==> src/rtl/sdr_burst_pkg.sv <==
package sdr_burst_pkg;
  // Command pin code, bit order {cs_n, ras_n, cas_n, we_n}
  typedef enum logic [3:0] {
    CMD_WRITE = 4'b0100,
    CMD_READ  = 4'b0101,
    CMD_BSTOP = 4'b0110,
    CMD_NOP   = 4'b0111
  } sdr_cmd_e;
endpackage

==> src/rtl/burst_cyc_cnt.sv <==
module burst_cyc_cnt #(
  parameter int W = 9
) (
  input  logic         clk,
  input  logic         rst_n,
  input  logic         clr,
  input  logic         en,
  output logic [W-1:0] cnt
);
  logic [W-1:0] cnt_d;

  always_comb begin
    cnt_d = cnt;
    if (clr)     cnt_d = '0;
    else if (en) cnt_d = cnt + 1'b1;
  end

  always_ff @(posedge clk or negedge rst_n) begin
    if (!rst_n) cnt <= '0;
    else        cnt <= cnt_d;
  end
endmodule

==> src/rtl/rd_capture_pipe.sv <==
// Carries the read-side byte mask two cycles, so it lines up with the data
// it blanked, then registers data, mask and strobe together.
module rd_capture_pipe #(
  parameter int DQ_W = 16
) (
  input  logic              clk,
  input  logic              rst_n,
  input  logic              push,
  input  logic [DQ_W/8-1:0] push_mask,
  input  logic [DQ_W-1:0]   dq_in,
  output logic              rd_valid,
  output logic [DQ_W-1:0]   rd_data,
  output logic [DQ_W/8-1:0] rd_masked
);
  localparam int NB = DQ_W / 8;

  logic          s1_v, s2_v;
  logic [NB-1:0] s1_m, s2_m;
  logic [DQ_W-1:0] cap_d;

  for (genvar b = 0; b < NB; b++) begin : g_byte
    assign cap_d[b*8 +: 8] = s2_m[b] ? 8'h00 : dq_in[b*8 +: 8];
  end

  always_ff @(posedge clk or negedge rst_n) begin
    if (!rst_n) begin
      s1_v      <= 1'b0;
      s2_v      <= 1'b0;
      s1_m      <= '0;
      s2_m      <= '0;
      rd_valid  <= 1'b0;
      rd_data   <= '0;
      rd_masked <= '0;
    end else begin
      s1_v     <= push;
      s2_v     <= s1_v;
      rd_valid <= s2_v;
      if (push) s1_m <= push_mask;
      if (s1_v) s2_m <= s1_m;
      if (s2_v) begin
        rd_data   <= cap_d;
        rd_masked <= s2_m;
      end
    end
  end
endmodule

==> src/rtl/sdr_burst_seq.sv <==
module sdr_burst_seq
  import sdr_burst_pkg::*;
#(
  parameter int DQ_W      = 16,
  parameter int ADDR_W    = 12,
  parameter int COL_W     = 8,
  parameter int BA_W      = 2,
  parameter int BURST_LEN = 4,
  parameter int PAGE_COLS = 256,
  parameter int TWR       = 2
) (
  input  logic                           clk,
  input  logic                           rst_n,
  input  logic                           bank_active,
  input  logic                           req_valid,
  output logic                           req_ready,
  input  logic                           req_write,
  input  logic [BA_W-1:0]                req_bank,
  input  logic [COL_W-1:0]               req_col,
  input  logic                           req_full_page,
  input  logic [$clog2(PAGE_COLS+1)-1:0] req_len,
  input  logic                           cfg_cas3,
  output logic                           beat_req,
  input  logic [DQ_W-1:0]                beat_wdata,
  input  logic [DQ_W/8-1:0]              beat_mask,
  output logic                           rd_valid,
  output logic [DQ_W-1:0]                rd_data,
  output logic [DQ_W/8-1:0]              rd_masked,
  output logic                           done,
  output logic [3:0]                     sd_cmd_n,
  output logic [BA_W-1:0]                sd_ba,
  output logic [ADDR_W-1:0]              sd_addr,
  output logic [DQ_W/8-1:0]              sd_dqm,
  output logic [DQ_W-1:0]                sd_dq_out,
  output logic                           sd_dq_oe,
  input  logic [DQ_W-1:0]                sd_dq_in
);
  localparam int NB    = DQ_W / 8;
  localparam int LEN_W = $clog2(PAGE_COLS + 1);
  localparam int CYC_W = $clog2(PAGE_COLS + TWR + 5);

  // operation registers
  logic             busy_q, busy_d, load;
  logic             op_wr, op_full, op_cl3;
  logic [LEN_W-1:0] op_len;
  logic [COL_W-1:0] op_col;
  logic [BA_W-1:0]  op_ba;
  logic [CYC_W-1:0] cyc;

  // derived per-operation timing
  logic [CYC_W-1:0] beats_c, cl_c, last_c, rwin_lo, rwin_hi;
  logic             rd_push;
  sdr_cmd_e         cmd_c;

  assign req_ready = !busy_q && bank_active;

  always_comb begin
    beats_c = op_full ? CYC_W'(op_len) : CYC_W'(BURST_LEN);
    cl_c    = op_cl3 ? CYC_W'(3) : CYC_W'(2);
    rwin_lo = cl_c - CYC_W'(2);
    rwin_hi = rwin_lo + beats_c;
    last_c  = op_wr ? beats_c + CYC_W'(TWR) : beats_c + cl_c;
  end

  assign done = busy_q && (cyc == last_c);

  always_comb begin
    busy_d = busy_q;
    load   = 1'b0;
    if (!busy_q) begin
      if (req_valid && req_ready) begin
        busy_d = 1'b1;
        load   = 1'b1;
      end
    end else if (done) begin
      busy_d = 1'b0;
    end
  end

  always_ff @(posedge clk or negedge rst_n) begin
    if (!rst_n) begin
      busy_q  <= 1'b0;
      op_wr   <= 1'b0;
      op_full <= 1'b0;
      op_cl3  <= 1'b0;
      op_len  <= '0;
      op_col  <= '0;
      op_ba   <= '0;
    end else begin
      busy_q <= busy_d;
      if (load) begin
        op_wr   <= req_write;
        op_full <= req_full_page;
        op_cl3  <= cfg_cas3;
        op_len  <= req_len;
        op_col  <= req_col;
        op_ba   <= req_bank;
      end
    end
  end

  burst_cyc_cnt #(.W(CYC_W)) u_cnt (
    .clk   (clk),
    .rst_n (rst_n),
    .clr   (load),
    .en    (busy_q),
    .cnt   (cyc)
  );

  // command and address pins
  always_comb begin
    cmd_c   = CMD_NOP;
    sd_addr = '0;
    sd_ba   = '0;
    if (busy_q && cyc == '0) begin
      cmd_c   = op_wr ? CMD_WRITE : CMD_READ;
      sd_addr = ADDR_W'(op_col);
      sd_ba   = op_ba;
    end else if (busy_q && op_full && cyc == beats_c) begin
      cmd_c = CMD_BSTOP;
    end
  end
  assign sd_cmd_n = cmd_c;

  // beat window: data beats on writes, mask slots on reads
  always_comb begin
    if (op_wr) beat_req = busy_q && (cyc < beats_c);
    else       beat_req = busy_q && (cyc >= rwin_lo) && (cyc < rwin_hi);
  end

  assign sd_dq_oe  = beat_req && op_wr;
  assign sd_dq_out = sd_dq_oe ? beat_wdata : '0;
  assign sd_dqm    = beat_req ? beat_mask : '0;
  assign rd_push   = beat_req && !op_wr;

  rd_capture_pipe #(.DQ_W(DQ_W)) u_rdpipe (
    .clk       (clk),
    .rst_n     (rst_n),
    .push      (rd_push),
    .push_mask (sd_dqm),
    .dq_in     (sd_dq_in),
    .rd_valid  (rd_valid),
    .rd_data   (rd_data),
    .rd_masked (rd_masked)
  );

  // ---------------- assertions ----------------
  p_bank_gate_r1: assert property (@(posedge clk) disable iff (!rst_n)
    !bank_active && !busy_q |=> !(sd_cmd_n == CMD_READ || sd_cmd_n == CMD_WRITE));

  p_single_address_r2: assert property (@(posedge clk) disable iff (!rst_n)
    (sd_cmd_n == CMD_READ || sd_cmd_n == CMD_WRITE)
    |=> (sd_cmd_n == CMD_NOP || sd_cmd_n == CMD_BSTOP) && sd_addr == '0);

  p_mask_reaches_capture_r5: assert property (@(posedge clk) disable iff (!rst_n)
    rd_push |-> ##3 rd_valid);

  p_no_drive_on_capture_r6: assert property (@(posedge clk) disable iff (!rst_n)
    rd_valid |-> !sd_dq_oe);

  p_stop_only_full_page_r10: assert property (@(posedge clk) disable iff (!rst_n)
    sd_cmd_n == CMD_BSTOP |-> op_full && !sd_dq_oe);

  p_len_legal_r10: assert property (@(posedge clk) disable iff (!rst_n)
    req_valid && req_ready && req_full_page
    |-> req_len != '0 && int'(req_len) <= PAGE_COLS);

  p_recovery_gap_r11: assert property (@(posedge clk) disable iff (!rst_n)
    done && op_wr |-> !sd_dq_oe && !$past(sd_dq_oe));

  p_read_done_last_beat_r12: assert property (@(posedge clk) disable iff (!rst_n)
    done && !op_wr |-> rd_valid);
endmodule

==> config.mk <==
export PLATFORM = sky130hd
export DESIGN_NAME = sdr_burst_seq
export DESIGN_NICKNAME = d
export VERILOG_FILES = /design/src/rtl/sdr_burst_pkg.sv /design/src/rtl/burst_cyc_cnt.sv /design/src/rtl/rd_capture_pipe.sv /design/src/rtl/sdr_burst_seq.sv
export SDC_FILE = /design/constraint.sdc
export NUM_CORES = 1
export LEC_CHECK = 0
export CORE_MARGIN = 8
export CORE_UTILIZATION = 35
export CTS_CLUSTER_SIZE = 40
export DETAILED_ROUTE_END_ITERATION = 8
export DONT_BUFFER_PORTS = 1
export SLEW_MARGIN = 20
export SYNTH_ARGS = -nofsm -noshare
export SYNTH_HDL_FRONTEND = slang
export SYNTH_SLANG_ARGS = --single-unit
==> constraint.sdc <==
create_clock -name clk -period 3.45 [get_ports clk]
set_input_delay 0.1725 -clock clk [delete_from_list [all_inputs] [get_ports clk]]
set_output_delay 0.1725 -clock clk [all_outputs]
set_load 0.05 [all_outputs]
**After elaboration in Yosys (flattened, before gate mapping)**

Index checks and enable logic that the tools add are counted.

- Flip-flop bits (word level): 57
- Bits of input ports: 60

- Add/sub/neg operators: 5
- $lt $le $gt $ge: 3
- Eq/ne operators: 2
- Muxes and demuxes: 19
- Reductions and logical operators: 15

Operator list:

| kind | number |
|---|---|
| $mux W9 | 4 |
| $mux W8 | 3 |
| $eq A9 B9 Y1 | 2 |
| $lt A9 B9 Y1 | 2 |
| $mux W16 | 1 |
| $logic_and A1 B1 Y1 | 11 |
| $add A9 B1 Y9 const B | 1 |
| $add A9 B2 Y9 | 1 |
| $add A9 B2 Y9 const B | 1 |
| $add A9 B9 Y9 | 1 |
| $ge A9 B9 Y1 | 1 |
| $logic_not A9 Y1 | 1 |
| $mux W1 | 8 |
| $mux W2 | 3 |
| $sub A2 B2 Y3 const B | 1 |
| $logic_not A1 Y1 | 2 |
| $reduce_bool A2 Y1 | 1 |

**Logic depth before layout (Yosys ltp)**

Gate-level depths: netlist (run 1).

- Depth after elaboration: 8
- Depth in mapped cells: 15

**By module**

A second synthesis (run 1) with hierarchy kept.

- Cell total of the unflattened synthesis: 363
- Area, all modules: 3721.1 sq um

By module, submodules not included:

| module | times used | cells each | area an instance (sq um) | seq. area each (sq um) |
|---|---|---|---|---|
| sdr_burst_seq | 1 | 237 | 2197.1 | 575.6 |
| rd_capture_pipe | 1 | 83 | 1064.8 | 625.6 |
| burst_cyc_cnt | 1 | 43 | 459.2 | 225.2 |

**Least setup slack after synthesis (run 1)**

No wires, ideal clock.

- Path type: register -> output
- From: register op_full
- To: output port sd_dqm[0]
- Arrival time: 3368 ps
- Path slack: -91 ps
- Cell stages (with the launch flop): 16
- Cell sequence: dfrtp_1 > buf_2 > and2_1 > ha_1 > ha_1 > nand4_1 > nor2_1 > nand4_1 > xnor2_1 > ha_1 > nand4_1 > o211ai_1 > a41oi_1 > o311a_1 > nor2_1 > nor2b_1

- Longest elaborated chain between the ends: 6

Ends and longest elaborated chain:

| element | RTL line | RTL |
|---|---|---|
| from (decl) | sdr_burst_seq.sv:44 | `logic op_wr, op_full, op_cl3;` |
| from (signal assigned) | sdr_burst_seq.sv:93 | `op_full <= req_full_page;` |
| $mux W9 * | sdr_burst_seq.sv:58 | `beats_c = op_full ? CYC_W'(op_len) : CYC_W'(BURST_LEN);` |
| $add A9 B9 Y9 | sdr_burst_seq.sv:61 | `rwin_hi = rwin_lo + beats_c;` |
| $lt A9 B9 Y1 | sdr_burst_seq.sv:128 | `else beat_req = busy_q && (cyc >= rwin_lo) && (cyc < rwin_hi);` |
| $logic_and A1 B1 Y1 | sdr_burst_seq.sv:128 |  |
| $mux W1 * | sdr_burst_seq.sv:127 | `if (op_wr) beat_req = busy_q && (cyc < beats_c);` |
| $mux W2 * | sdr_burst_seq.sv:133 | `assign sd_dqm = beat_req ? beat_mask : '0;` |
| to (decl) | sdr_burst_seq.sv:33 | `output logic [DQ_W/8-1:0] sd_dqm,` |

Mark *: on every way between the ends. The rest lies on a longest branch, timed or not.

**Final worst setup path (run 1)**

- From: register op_full
- To: output port sd_dqm[1]

Same word-level chain as after synthesis.

==> results of run 1 <==
-- critical path: stages, from the launching register on --
cell and delay [ns]:
dfrtp_1 0.40, and2_4 0.18, ha_4 0.17, ha_4 0.14, nand4_1 0.12, nor2_2 0.13
nand4_1 0.10, xnor2_1 0.15, ha_1 0.31, nand4_1 0.10, o211ai_1 0.10, a41oi_1 0.22
o311a_1 0.27, nor2_2 0.07, nor2b_1 0.15, buf_6 0.18
-- area by class of cell --
type	count	area, um2	area share (%)
Clock inverter	7	125	2.75
Tap cell	133	166	3.66
Timing Repair Buffer	73	717	15.8
Sequential cell	57	1430	31.4
Multi-Input combinational cell	296	1890	41.6
Inverter	25	93.8	2.06
Clock buffer	9	124	2.73
-- per-stage QoR --
stage	hold slack, ns	instances
after floorplan	-0.123	401
after global placement	-0.121	536
after detailed placement	-0.121	536
after CTS	0.00700	598
after global routing	0.0117	600
final	0.00375	600
-- cell usage in the layout, fill, tap and decap left out, types with 10 or more instances in the layout --
master          n
nand3b_1       15
xor2_1         11
nand4_1        10
dlygate4sd3_1  40
xnor2_1        13
ha_1           22
dfrtp_1        57
o21ai_0        22
buf_4          28
nand2_1        87
inv_1          24
a21oi_1        10
and2_1         28
-- timing repair --
item / CTS / global route
hold endpoints to repair: 96 / 0
setup buffers: 4 / 2
cloned: 1 / 0
pin swaps: 3 / 9
setup endpoints to repair: 3 / 3
resized for setup: 7 / 5
hold buffers: 41 / 0
-- per-layer routing --
layer  vias to the layer above  wire (um)
li1                       1434          -
met1                      1399       3930
met2                       129       4630
met3                        11        786
met4                         0        136
met5                         -          0
-- sequential cells by signal (all words and copies together) (netlist names), 2 cells and up --
register / flops
op_col: 8
u_cnt.cnt: 9
op_len: 9
u_rdpipe.rd_masked: 2
u_rdpipe.s1_m: 2
u_rdpipe.s2_m: 2
op_ba: 2
u_rdpipe.rd_data: 16
-- cells by family (layout without fill, tap and decap cells) --
logic type / Yosys count / after routing / share of synthesized area, %
AOI/OAI and AO/OA: 50 / 50 / 9.09
xor gates and xnor gates: 24 / 24 / 6.04
adders and majority gates: 24 / 24 / 8.63
buffers and inverters: 48 / 114 / 6.07
DFF: 57 / 57 / 41.0
muxes: 7 / 7 / 2.23
other: 2 / 6 / 0.216
and+or+nand+nor: 185 / 185 / 26.7
-- power by group through the flow --
stage          clock network, uW  registers, uW  logic, uW
2_1_floorplan                  0           1590       1700
3_3_place_gp                   0           1780       2060
3_5_place_dp                   0           1790       2100
4_1_cts                      833           1780       2260
5_1_grt                      864           1840       2510
6_report                     813           1780       2280
-- worst max path at each step --
| stage | end | start | depth (start not counted) |
|---|---|---|---|
| after floorplan | sd_dqm[0] | op_full | 15 |
| after global placement | sd_dqm[0] | op_full | 16 |
| after detailed placement | sd_dqm[0] | op_len[0] | 15 |
| after CTS | sd_dqm[1] | op_full | 16 |
| after global routing | sd_dqm[1] | op_full | 15 |
| final | sd_dqm[1] | op_full | 15 |
==> impl_metrics.csv, run 1 <==
group,metric,value,unit
setup_path,crit-reg2reg-launch,"op_full",
run_status,status,"completed",
pwr,power.total,4880,uW
sta,rsz0062_at_grt,"true",
global_routing,top_usage_layer,"met2",
sta,finalSetupViolCount,0,
min_path,hp-start,"sd_dq_in[10]",
routing,wl_per_cell,15.8,um
floorplan,placementRows,36,
synth,yosysTopAreaCell,"dfrtp_1",
floorplan,start_util,35.8,%
clocking,cts.clk_slew.worst_paths,0.07,ns
global_routing,grt_max_degree,58,
clocking,htreeDepth,3,
layout,diodes,0,
setup_path,critPathCaptureType,"primary output",
sta,skew,0.0210,ns
routing,dr.first_iter.drc_count,200,
sta,max-slew-margin-rel,43.8,%
synth,synth_ff_type,"dfrtp_1",
routing,ant_nets,0,
synth,synth_top_area_share,41.0,%
synth,yosysSeqAreaShare,41.0,%
floorplan,core_region_area,0.00973,mm2
sta,worst_slack,0.131,ns
synth,yosys_warnings,0,
global_routing,grt_pass1_vias,3164,
layout,final_nets,546,
min_path,hold_path.class,"input pin to flop",
synth,synthCells,397,
pwr,power.internal,2410,uW
routing,num_vias,2973,
floorplan,pin_count,119,
clocking,cts_root_buffer,"clkbuf_8",
layout,final_util,46.7,%
setup_path,cp_data_arrival_time,3.15,ns
global_routing,use_met2,24.5,%
synth,synth_seq_cells,57,
routing,first_pass_iters,4,
pwr,leakagePower,0.00211,uW
min_path,min_to,"u_rdpipe.rd_data[10]",
pwr,seq_power_share,36.6,%
routing,drt_wl_total,9.48,mm
pwr,netSwitchingPower,2460,uW
layout,fin_area,0.00455,mm2
global_routing,overflow,0,
place,port_buffers,0,
pwr,p_per_area,1070,mW/mm2
global_routing,use_met3,4.27,%
floorplan,die_w,116,um
synth,synthesis.area_per_instance,8.77,um2
routing,drc,0,
global_routing,grt_pass1_wl,15.3,mm
setup_path,reg2regPathDepth,14,
synth,synth_most_common_cell,"nand2_1",
setup_path,r2r_slack,0.46,ns
pwr,clockPowerShare,16.7,%
clocking,cts-buffers-inserted,9,
place,place_ws,0.203,ns
synth,synth_common_cells,"88 x nand2_1, 57 x dfrtp_1, 29 x and2_1",
synth,async_flop_share,100,%
floorplan,die-area,0.0134,mm2
min_path,hold_depth,2,
layout,drive_gt1_share,14.3,%
sta,fmax,301,MHz
sta,hold_viol,0,
global_routing,grt_use_total,14.4,%
global_routing,use_met1,16.8,%
layout,nFillCells,910,
place,placed_area,0.00374,mm2
sta,setup_tns,0,ns
clocking,cts.sinks,57,
floorplan,die_h,116,um
routing,via_per_inst,4.96,
synth,netlist-cell-type-count,41,
pwr,pwr-share-comb,46.7,%
sta,fin_crit_sh,96.2,%
synth,synth_area_leaders,"dfrtp_1 41%, nand2_1 9.5%, ha_1 8.6%",
synth,synth_area,0.00348,mm2
place,hpwl,6.67,mm
setup_path,cp-start-kind,"flop",
sta,worstMarginPinSlew,0.843,ns
job,maxCapViolCount,0,
clocking,clk_path_buf_depth,2,
setup_path,crit_type,"flop to primary output",
clocking,clock_latency,0.35,ns
pwr,swShare,50.5,%
sta,fin_crit,3.32,ns
sta,maxSlewViolCount,0,
global_routing,antenna_found_initial,0,
synth,synth_edf_count,0,
place,place.gp.congestion,0.927,
setup_path,critPathRequiredTime,3.28,ns
clocking,cts_tree,"yes",
layout,syn2layout_area_growth,30.6,%
pwr,ir_worst_vdd,0.517,mV
setup_path,r2r-end,"u_rdpipe.s1_m[1]",
setup_path,worstPathMaxFanout,6,
Power figures use the tool's default switching activity.
==> inputs of run 2 (changes only) <==
==> constraint.sdc (replaced) <==
create_clock -name clk -period 3.45 [get_ports clk]
set_input_delay 0.69 -clock clk [delete_from_list [all_inputs] [get_ports clk]]
set_output_delay 0.69 -clock clk [all_outputs]
set_load 0.05 [all_outputs]
==> impl_metrics.csv, run 2 (synthesized netlist as in run 1, its figures left out) <==
group,metric,value,unit
layout,diodes,0,
sta,rsz0062_at_grt,"true",
setup_path,worstPathMaxFanout,4,
sta,hold_viol,0,
routing,dr.first_iter.drc_count,194,
clocking,cts_tree,"yes",
sta,worst_slack,-0.308,ns
global_routing,use_met2,24.7,%
floorplan,pin_count,119,
global_routing,grt_use_total,15.2,%
clocking,cts-buffers-inserted,9,
place,place.gp.congestion,0.879,
layout,seq_area,0.00143,mm2
setup_path,cp_data_arrival_time,3.07,ns
pwr,p_per_area,1170,mW/mm2
setup_path,cp_top_family,"simple AND/OR/NAND/NOR gates",
sta,skew,0.0178,ns
sta,fmax,266,MHz
place,hpwl,7.15,mm
floorplan,placementRows,36,
floorplan,start_util,35.8,%
sta,finalSetupViolCount,4,
setup_path,critPathRequiredTime,2.76,ns
clocking,cts_root_buffer,"clkbuf_8",
layout,final_nets,523,
global_routing,grt_pass1_wl,15.8,mm
setup_path,crit_type,"flop to primary output",
clocking,clk_path_buf_depth,2,
clocking,htreeDepth,3,
layout,top_regs,"u_rdpipe.rd_data x16, op_len x9, u_cnt.cnt x9",
sta,maxSlewViolCount,0,
run_status,violations,"setup timing",
floorplan,die-area,0.0134,mm2
routing,num_vias,2945,
run_status,status,"finished, violations left",
routing,first_pass_iters,4,
global_routing,grt_pass1_vias,3102,
pwr,power.total,5360,uW
layout,fin_area,0.00457,mm2
setup_path,path_common_cell,"nand4_1",
global_routing,use_met3,6.51,%
setup_path,crit_path_top_delay_cell,"dfrtp_1",
sta,worstMarginPinSlew,0.856,ns
setup_path,cp_cell_sequence,"and2_4 > ha_4 > ha_4 > nand4_1 > nor2_2 > nand4_1 > xnor2_1 > ha_1 > nand4_1 > o211ai_1 > a41oi_2 > o311a_4 > nor2_4 > nor2b_4 > buf_12",
job,maxCapViolCount,0,
clocking,clock_latency,0.35,ns
pwr,leakagePower,0.00208,uW
layout,layout_common_cells,"87 x nand2_1, 57 x dfrtp_1, 26 x buf_4",
routing,ant_nets,0,
floorplan,die_w,116,um
floorplan,die_h,116,um
setup_path,slowest_delay,0.39,ns
routing,via_per_inst,5.10,
place,placed_cells,544,
layout,syn2layout_area_growth,31.3,%
setup_path,cp-start-kind,"flop",
setup_path,timing.critical_path.buf_inv,1,
routing,wl_per_cell,17.2,um
global_routing,top_usage_layer,"met2",
setup_path,critPathCaptureType,"primary output",
sta,fin_crit_sh,109,%
layout,fin_cells,577,
global_routing,grt_max_degree,58,
routing,drt_wl_total,9.91,mm
layout,drive_gt1_share,23.9,%
sta,fin_crit,3.76,ns
layout,mostFrequentLayoutCell,"nand2_1",
sta,max-slew-margin-rel,42.8,%
layout,nFillCells,958,
layout,top_register,"u_rdpipe.rd_data",
global_routing,antenna_found_initial,0,
floorplan,core_region_area,0.00973,mm2
layout,multiInputGateArea,0.00200,mm2
layout,largest_reg_flops,16,
global_routing,overflow,0,
global_routing,use_met1,17.4,%
place,port_buffers,0,
pwr,ir_worst_vdd,0.593,mV
sta,hold_slack,0.0366,ns
clocking,cts.sinks,57,
place,placed_area,0.00408,mm2
routing,drc,0,
clocking,cts.clk_slew.worst_paths,0.08,ns
min_path,hold_path.class,"input pin to async pin",
==> run 2: stage by stage <==
stage / util [%] / TNS (ns) / worst slack [ns]
2_1_floorplan: - / -0.00490 / -0.00245
3_3_place_gp: 41.9 / 0 / 0.0751
3_5_place_dp: 41.9 / -0.0683 / -0.0373
4_1_cts: 46.0 / -1.05 / -0.300
5_1_grt: 47.0 / -2.40 / -0.444
6_report: 47.0 / -1.10 / -0.308
==> run 2: final timing paths <==
| path | start | end | slack (ns) | cells past startpoint |
|---|---|---|---|---|
| worst max register to register | op_full | u_rdpipe.s1_m[1] | 0.42 | 15 |
| max in group asynchronous | rst_n | op_col[1] | 3.30 | 0 |
| min in group clk | u_rdpipe.s1_v | u_rdpipe.s2_v | 0.42 | 0 |
| worst min-delay path | rst_n | op_len[4] | 0.04 | 0 |
| worst min register to register | u_rdpipe.s1_v | u_rdpipe.s2_v | 0.42 | 0 |
| worst max-delay path | op_full | sd_dqm[0] | -0.31 | 15 |
==> run 2: report_power, final <==
part | leakage (uW) | total, uW | switching, uW | internal, uW
Sequential | 0.000716 | 1730 | 756 | 975
Combinational | 0.00126 | 2900 | 1540 | 1360
Clock | 0.000106 | 730 | 317 | 412
Total | 0.00208 | 5360 | 2620 | 2740
==> run 2: cell type report <==
class	instances	share of cell area [%]
inverters	25	2.05
flip-flops and latches	57	31.2
well taps	133	3.64
clock buffers	9	2.71
repair buffers	50	14.4
clock inverters	7	2.22
multi-input cells	296	43.8
==> run 2: routing by layer <==
metal	routed length, um	vias to the layer above
met3	1050	19
met2	4780	130
met5	0	-
met4	197	0
li1	-	1393
met1	3890	1403
==> run 2: repair_timing <==
item / in CTS / in global routing
cloned: 1 / 0
setup endpoints to repair: 20 / 32
hold buffers: 0 / 0
gates resized for setup: 12 / 18
pin swaps: 16 / 8
setup buffers: 12 / 5
